<file path="config.mk">
export PLATFORM = sky130hd
export DESIGN_NAME = irq_dest_resolver
export DESIGN_NICKNAME = d
export VERILOG_FILES = /design/src/rtl/irq_dest_pkg.sv /design/src/rtl/irq_req_decode.sv /design/src/rtl/irq_tgt_match.sv /design/src/rtl/irq_lowest_pick.sv /design/src/rtl/irq_dest_resolver.sv
export SDC_FILE = /design/constraint.sdc
export NUM_CORES = 1
export LEC_CHECK = 0
export BUFFER_PORTS_ARGS = -buffer_cell sky130_fd_sc_hd__buf_2
export CAP_MARGIN = 20
export CORE_AREA = 2 2 270 272
export DETAILED_ROUTE_END_ITERATION = 10
export DIE_AREA = 0 0 272 274
export GPL_TIMING_DRIVEN = 0
export SYNTH_ARGS = -nofsm -noshare
export SYNTH_HDL_FRONTEND = slang
export SYNTH_SLANG_ARGS = --single-unit
export TNS_END_PERCENT = 10
</file>
<file path="constraint.sdc">
create_clock -name clk -period 1.3 [get_ports clk]
set_clock_uncertainty 0.1 [all_clocks]
set_input_delay 0.13 -clock clk [delete_from_list [all_inputs] [get_ports clk]]
set_output_delay 0.13 -clock clk [all_outputs]
set_load 0.1 [all_outputs]
</file>
<file path="src/rtl/irq_dest_pkg.sv">
package irq_dest_pkg;

  localparam int DEST_W = 8;
  localparam int WORD_W = 32;
  localparam int VEC_W  = 8;
  localparam int DM_W   = 3;

  // field positions inside the message-signalled address/data words
  localparam int MSG_DEST_LSB  = 12;
  localparam int MSG_MODE_BIT  = 2;
  localparam int MSG_DMODE_LSB = 8;
  localparam int MSG_TRIG_BIT  = 15;
  localparam int MSG_VEC_LSB   = 0;

  // field positions inside the per-target register words
  localparam int LDR_LSB = 24;
  localparam int FMT_LSB = 28;

  localparam logic [3:0]        FMT_FLAT    = 4'hF;
  localparam logic [3:0]        FMT_CLUSTER = 4'h0;
  localparam logic [DEST_W-1:0] PHYS_BCAST  = 8'hFF;
  localparam logic [DM_W-1:0]   DM_LOWEST   = 3'd1;

  typedef enum logic [1:0] {
    SH_FIELD  = 2'd0,
    SH_SELF   = 2'd1,
    SH_ALL    = 2'd2,
    SH_OTHERS = 2'd3
  } shorthand_e;

  typedef struct packed {
    logic [DEST_W-1:0] dest;
    logic              logical;
    shorthand_e        sh;
    logic [DM_W-1:0]   dmode;
    logic [VEC_W-1:0]  vector;
    logic              trig;
  } req_t;

endpackage

</file>
<file path="src/rtl/irq_req_decode.sv">
module irq_req_decode
  import irq_dest_pkg::*;
(
  input  logic                use_msg,
  input  logic [DEST_W-1:0]   ipi_dest,
  input  logic                ipi_logical,
  input  logic [1:0]          ipi_shorthand,
  input  logic [DM_W-1:0]     ipi_dmode,
  input  logic [VEC_W-1:0]    ipi_vector,
  input  logic                ipi_trig,
  input  logic [WORD_W-1:0]   msg_addr,
  input  logic [WORD_W-1:0]   msg_data,
  output req_t                req
);

  logic unused_msg_bits;
  assign unused_msg_bits = ^{msg_addr[31:20], msg_addr[11:3], msg_addr[1:0],
                             msg_data[31:16], msg_data[14:11]};

  always_comb begin
    if (use_msg) begin
      req.dest    = msg_addr[MSG_DEST_LSB +: DEST_W];
      req.logical = msg_addr[MSG_MODE_BIT];
      req.sh      = SH_FIELD;
      req.dmode   = msg_data[MSG_DMODE_LSB +: DM_W];
      req.vector  = msg_data[MSG_VEC_LSB +: VEC_W];
      req.trig    = msg_data[MSG_TRIG_BIT];
    end else begin
      req.dest    = ipi_dest;
      req.logical = ipi_logical;
      req.sh      = shorthand_e'(ipi_shorthand);
      req.dmode   = ipi_dmode;
      req.vector  = ipi_vector;
      req.trig    = ipi_trig;
    end
  end

endmodule

</file>
<file path="src/rtl/irq_tgt_match.sv">
module irq_tgt_match
  import irq_dest_pkg::*;
(
  input  logic              present,
  input  logic              is_requester,
  input  logic [DEST_W-1:0] dest,
  input  logic              logical,
  input  shorthand_e        sh,
  input  logic [DEST_W-1:0] id,
  input  logic [WORD_W-1:0] ldr_word,
  input  logic [WORD_W-1:0] fmt_word,
  output logic              hit
);

  logic [DEST_W-1:0] ldr;
  logic [3:0]        fmt;
  logic              phys_hit;
  logic              flat_hit;
  logic              clus_hit;
  logic              field_hit;
  logic              unused_word_bits;

  assign ldr = ldr_word[LDR_LSB +: DEST_W];
  assign fmt = fmt_word[FMT_LSB +: 4];
  assign unused_word_bits = ^{ldr_word[LDR_LSB-1:0], fmt_word[FMT_LSB-1:0]};

  always_comb begin
    phys_hit = (dest == PHYS_BCAST) || (dest == id);
    flat_hit = (fmt == FMT_FLAT) && ((dest & ldr) != '0);
    clus_hit = (fmt == FMT_CLUSTER) && (dest[7:4] == ldr[7:4]) &&
               ((dest[3:0] & ldr[3:0]) != 4'h0);
    field_hit = logical ? (flat_hit || clus_hit) : phys_hit;
  end

  always_comb begin
    unique case (sh)
      SH_FIELD:  hit = present && field_hit;
      SH_SELF:   hit = present && is_requester;
      SH_ALL:    hit = present;
      SH_OTHERS: hit = present && !is_requester;
      default:   hit = 1'b0;
    endcase
  end

endmodule

</file>
<file path="src/rtl/irq_lowest_pick.sv">
module irq_lowest_pick #(
  parameter int NUM_TGT = 8,
  parameter int IDX_W   = 3
) (
  input  logic [NUM_TGT-1:0] mask,
  output logic               found,
  output logic [IDX_W-1:0]   idx,
  output logic [NUM_TGT-1:0] onehot
);

  always_comb begin
    found = 1'b0;
    idx   = '0;
    for (int i = NUM_TGT - 1; i >= 0; i--) begin
      if (mask[i]) begin
        found = 1'b1;
        idx   = IDX_W'(i);
      end
    end
    onehot = found ? (NUM_TGT'(1) << idx) : '0;
  end

endmodule

</file>
<file path="src/rtl/irq_dest_resolver.sv">
module irq_dest_resolver
  import irq_dest_pkg::*;
#(
  parameter int NUM_TGT = 8,
  parameter int IDX_W   = (NUM_TGT > 1) ? $clog2(NUM_TGT) : 1
) (
  input  logic                      clk,
  input  logic                      rst_n,
  input  logic                      req_valid,
  input  logic                      req_msg,
  input  logic [7:0]                req_dest,
  input  logic                      req_logical,
  input  logic [1:0]                req_shorthand,
  input  logic [2:0]                req_dmode,
  input  logic [7:0]                req_vector,
  input  logic                      req_trig,
  input  logic [31:0]               msg_addr,
  input  logic [31:0]               msg_data,
  input  logic [IDX_W-1:0]          req_index,
  input  logic [NUM_TGT-1:0]        tgt_present,
  input  logic [8*NUM_TGT-1:0]      tgt_id,
  input  logic [32*NUM_TGT-1:0]     tgt_ldr_word,
  input  logic [32*NUM_TGT-1:0]     tgt_fmt_word,
  output logic                      out_valid,
  output logic [NUM_TGT-1:0]        out_mask,
  output logic                      out_sel_valid,
  output logic [IDX_W-1:0]          out_sel_idx,
  output logic [7:0]                out_vector,
  output logic [2:0]                out_dmode,
  output logic                      out_trig
);

  // reset: asserted asynchronously, released on the clock
  logic [1:0] rst_sync_q;
  logic       rst_int_n;

  always_ff @(posedge clk or negedge rst_n) begin
    if (!rst_n) rst_sync_q <= 2'b00;
    else        rst_sync_q <= {rst_sync_q[0], 1'b1};
  end
  assign rst_int_n = rst_sync_q[1];

  // request decode
  req_t req;

  irq_req_decode u_dec (
    .use_msg       (req_msg),
    .ipi_dest      (req_dest),
    .ipi_logical   (req_logical),
    .ipi_shorthand (req_shorthand),
    .ipi_dmode     (req_dmode),
    .ipi_vector    (req_vector),
    .ipi_trig      (req_trig),
    .msg_addr      (msg_addr),
    .msg_data      (msg_data),
    .req           (req)
  );

  // per-target match
  logic [NUM_TGT-1:0] raw_mask;

  for (genvar g = 0; g < NUM_TGT; g++) begin : g_tgt
    irq_tgt_match u_match (
      .present      (tgt_present[g]),
      .is_requester (req_index == IDX_W'(g)),
      .dest         (req.dest),
      .logical      (req.logical),
      .sh           (req.sh),
      .id           (tgt_id[g*DEST_W +: DEST_W]),
      .ldr_word     (tgt_ldr_word[g*WORD_W +: WORD_W]),
      .fmt_word     (tgt_fmt_word[g*WORD_W +: WORD_W]),
      .hit          (raw_mask[g])
    );
  end

  // lowest-indexed pick
  logic               pick_found;
  logic [IDX_W-1:0]   pick_idx;
  logic [NUM_TGT-1:0] pick_onehot;

  irq_lowest_pick #(.NUM_TGT(NUM_TGT), .IDX_W(IDX_W)) u_pick (
    .mask   (raw_mask),
    .found  (pick_found),
    .idx    (pick_idx),
    .onehot (pick_onehot)
  );

  // next state
  logic [NUM_TGT-1:0] nxt_mask;

  always_comb begin
    nxt_mask = (req.dmode == DM_LOWEST) ? pick_onehot : raw_mask;
  end

  // result registers
  logic               valid_q;
  logic [NUM_TGT-1:0] mask_q;
  logic               sel_valid_q;
  logic [IDX_W-1:0]   sel_idx_q;
  logic [VEC_W-1:0]   vector_q;
  logic [DM_W-1:0]    dmode_q;
  logic               trig_q;

  always_ff @(posedge clk or negedge rst_int_n) begin
    if (!rst_int_n) begin
      valid_q     <= 1'b0;
      mask_q      <= '0;
      sel_valid_q <= 1'b0;
      sel_idx_q   <= '0;
      vector_q    <= '0;
      dmode_q     <= '0;
      trig_q      <= 1'b0;
    end else begin
      valid_q <= req_valid;
      if (req_valid) begin
        mask_q      <= nxt_mask;
        sel_valid_q <= pick_found;
        sel_idx_q   <= pick_idx;
        vector_q    <= req.vector;
        dmode_q     <= req.dmode;
        trig_q      <= req.trig;
      end
    end
  end

  assign out_valid     = valid_q;
  assign out_mask      = mask_q;
  assign out_sel_valid = sel_valid_q;
  assign out_sel_idx   = sel_idx_q;
  assign out_vector    = vector_q;
  assign out_dmode     = dmode_q;
  assign out_trig      = trig_q;

endmodule

</file>
==> flow_summary.ini <==
[run_status]
outcome = complete, but fails checks
violations = setup timing

[critical_path]
worstPathCellList = bufbuf_16 > buf_12 > mux2_2 > a22oi_1 > a22oi_2 > o211ai_1 > a21oi_4 > nor3_4 > nand4_1 > o22ai_1
rr_worst_depth = 1
slowest_stage = o211ai_1
critical_path_depth = 10
worst-path-buf-inv = 2
crit_family = compound AO/OA/AOI/OAI gates
worstSetupPathType = primary input to register
crit_fanout = 10
critical_path.startpoint_type = primary input
required_ns = 1.38
critPathCaptureType = register
cp.arrival_ns = 2.77
critPathMaxStageDelay_ns = 0.65

[power_and_ir_drop]
ir_drop_uv = 356
p_leak_nw = 2.66
p_per_area_mw_per_mm2 = 667
total_power_mw = 4.82

[floorplan]
initial_core_util_pct = 4.97
rows = 99
die_w_um = 272
die_y_um = 274
core_mm2 = 0.0720
design.die.area_mm2 = 0.0745
ios = 703

[drt]
wl_um = 22900
via_count = 4362
final_antenna_net_count = 0
drc = 0
via_per_inst = 2.64
routedWlPerCell_um = 13.8
drt-initial-drc-count = 137
drtPass1Iterations = 4

[synthesis]
ys_top_cells_by_area = dfrtp_1, xnor2_1, ha_1
synthArstFlopShare_pct = 100
syn_inst = 410
synth_most_common_cell = xnor2_1
avgSynthCellArea_um2 = 8.73
yosys_warnings = 0
yosysSeqAreaShare_pct = 18.9
synth_commonest_cells = xnor2_1, nor4_1, ha_1
ys_ff_latch = 27
yosys.area.top_type = dfrtp_1
synth_edf_count = 0
syn_area_mm2 = 0.00358
synth_cell_types = 59
synth_top_area_share_pct = 18.9
synth-main-ff-cell = dfrtp_1
syn_nets = 1120

[cts]
tritoncts = done
cts_buffers = 3
clk_pin_slew_ns = 0.07
clk_latency_ns = 0.26
clockBufferDepth = 2
cts-root-buf = clkbuf_16
clock_sinks = 27
htreeDepth = 1

[placement]
gp_congestion = 0.788
place_ws_ns = -2.85
hpwl_um = 19800
io_buffers = 241

[timing]
fmaxAchievable_mhz = 373
finalCriticalPeriod_ns = 2.68
hold_violations = 0
min_period_over_period_pct = 206
rsz0062_at_grt = yes
setup_viol = 18
maxSlewHeadroom_pct = 46.6
max_slew.worst_pin.slew_ns = 0.798
setup_slack_ns = -1.38
finalHoldWorstSlack_ns = 0.0443
finalMaxSlewViolations = 0

[global_routing]
antenna_found_initial = 1
grt_overflow_total = 0
grt_pass1_wl_um = 30400
grt_max_degree = 26
first_global_vias = 4406
grt_use_total_pct = 5.76

[min_path]
min_path_cells = 3
hold_class = primary input to register

[final_layout]
drive_gt1_share_pct = 53.1
area_delta_synth_final_pct = 102
fin_nets = 1402
fillers = 8280
fin_util_pct = 10.0

[run]
cap_violations = 0
==> path summary, 6_finish.rpt <==
| kind | startpoint | endpoint | slack (ns) |
|---|---|---|---|
| worst max-delay path | req_msg | out_mask[7] | -1.38 |
| worst min-delay path | req_vector[1] | out_vector[1] | 0.04 |
| worst max register to register | out_sel_idx[2] | out_sel_idx[2] | 0.48 |
| worst min register to register | rst_sync_q[1] | out_vector[5] | 0.18 |
| max in group asynchronous | rst_sync_q[1] | out_mask[3] | 0.53 |
| min in group asynchronous | rst_n | rst_sync_q[1] | 0.08 |
==> layer usage <==
metal / track usage [%] / vias to the layer above / wire (um)
li1: - / 2139 / -
met1: 7.71 / 1994 / 10700
met2: 9.18 / 214 / 9910
met3: 1.62 / 13 / 1960
met4: 1.23 / 2 / 285
met5: 0 / - / 13
==> kinds of logic after synthesis <==
logic type / share of synthesized area (%)
compound gates: 17.3
other cells: 0.105
flops: 18.9
xor+xnor: 17.6
fa+ha+maj: 11.2
mux: 10.2
buf+inv: 3.08
simple gates: 21.7
==> flip-flops by register name, summed over array words and instances, names as in the netlist <==
register       count
out_sel_idx        3
out_dmode          3
out_vector         8
out_sel_valid      1
out_trig           1
rst_sync_q         2
out_mask           8
out_valid          1
==> cell type report <==
type	instances	area (um^2)	area share (%)
repair buffers	278	1660	23.0
plain buffers	11	148	2.04
clock inverters	1	5.00	0.0693
well taps	959	1200	16.6
inverters	12	77.6	1.07
clock buffers	3	75.1	1.04
multi-input cells	359	3380	46.8
flip-flops and latches	27	677	9.37
diodes	1	2.50	0.0346
==> layout by cell type, fill, tap and decap left out, drive strengths merged, types with 7 or more instances in the layout <==
cell type    n
a22oi       13
a21oi       21
buf        271
nor2        23
o21ai       11
ha          32
nand2       30
nand4       14
clkbuf      18
nand3        7
nor4        38
xnor2       71
inv         12
dfrtp       27
mux2i       20
==> where the power goes <==
group          leakage (nW)  internal (mW)  switching (mW)
clock                0.0409          0.416           0.300
sequential            0.318          0.934          0.0650
combinational          2.30           1.17            1.93
==> what timing repair did <==
item,in CTS,in global routing
hold endpoints to repair,3,0
pin swaps,31,27
buffers inserted,31,3
cloned,1,0
hold buffers,2,0
endpoints found under the setup margin,61,30
resized for setup,95,28
==> metrics by stage <==
step	setup TNS, ns	area [um^2]	std cells
6_report	-14.51	7220	1651
5_1_grt	-16.23	7220	1650
4_1_cts	-14.92	7060	1647
3_5_place_dp	-46.84	6110	1610
3_3_place_gp	-46.61	6110	1610
2_1_floorplan	-21.26	3710	410
Power figures use the tool's default switching activity.
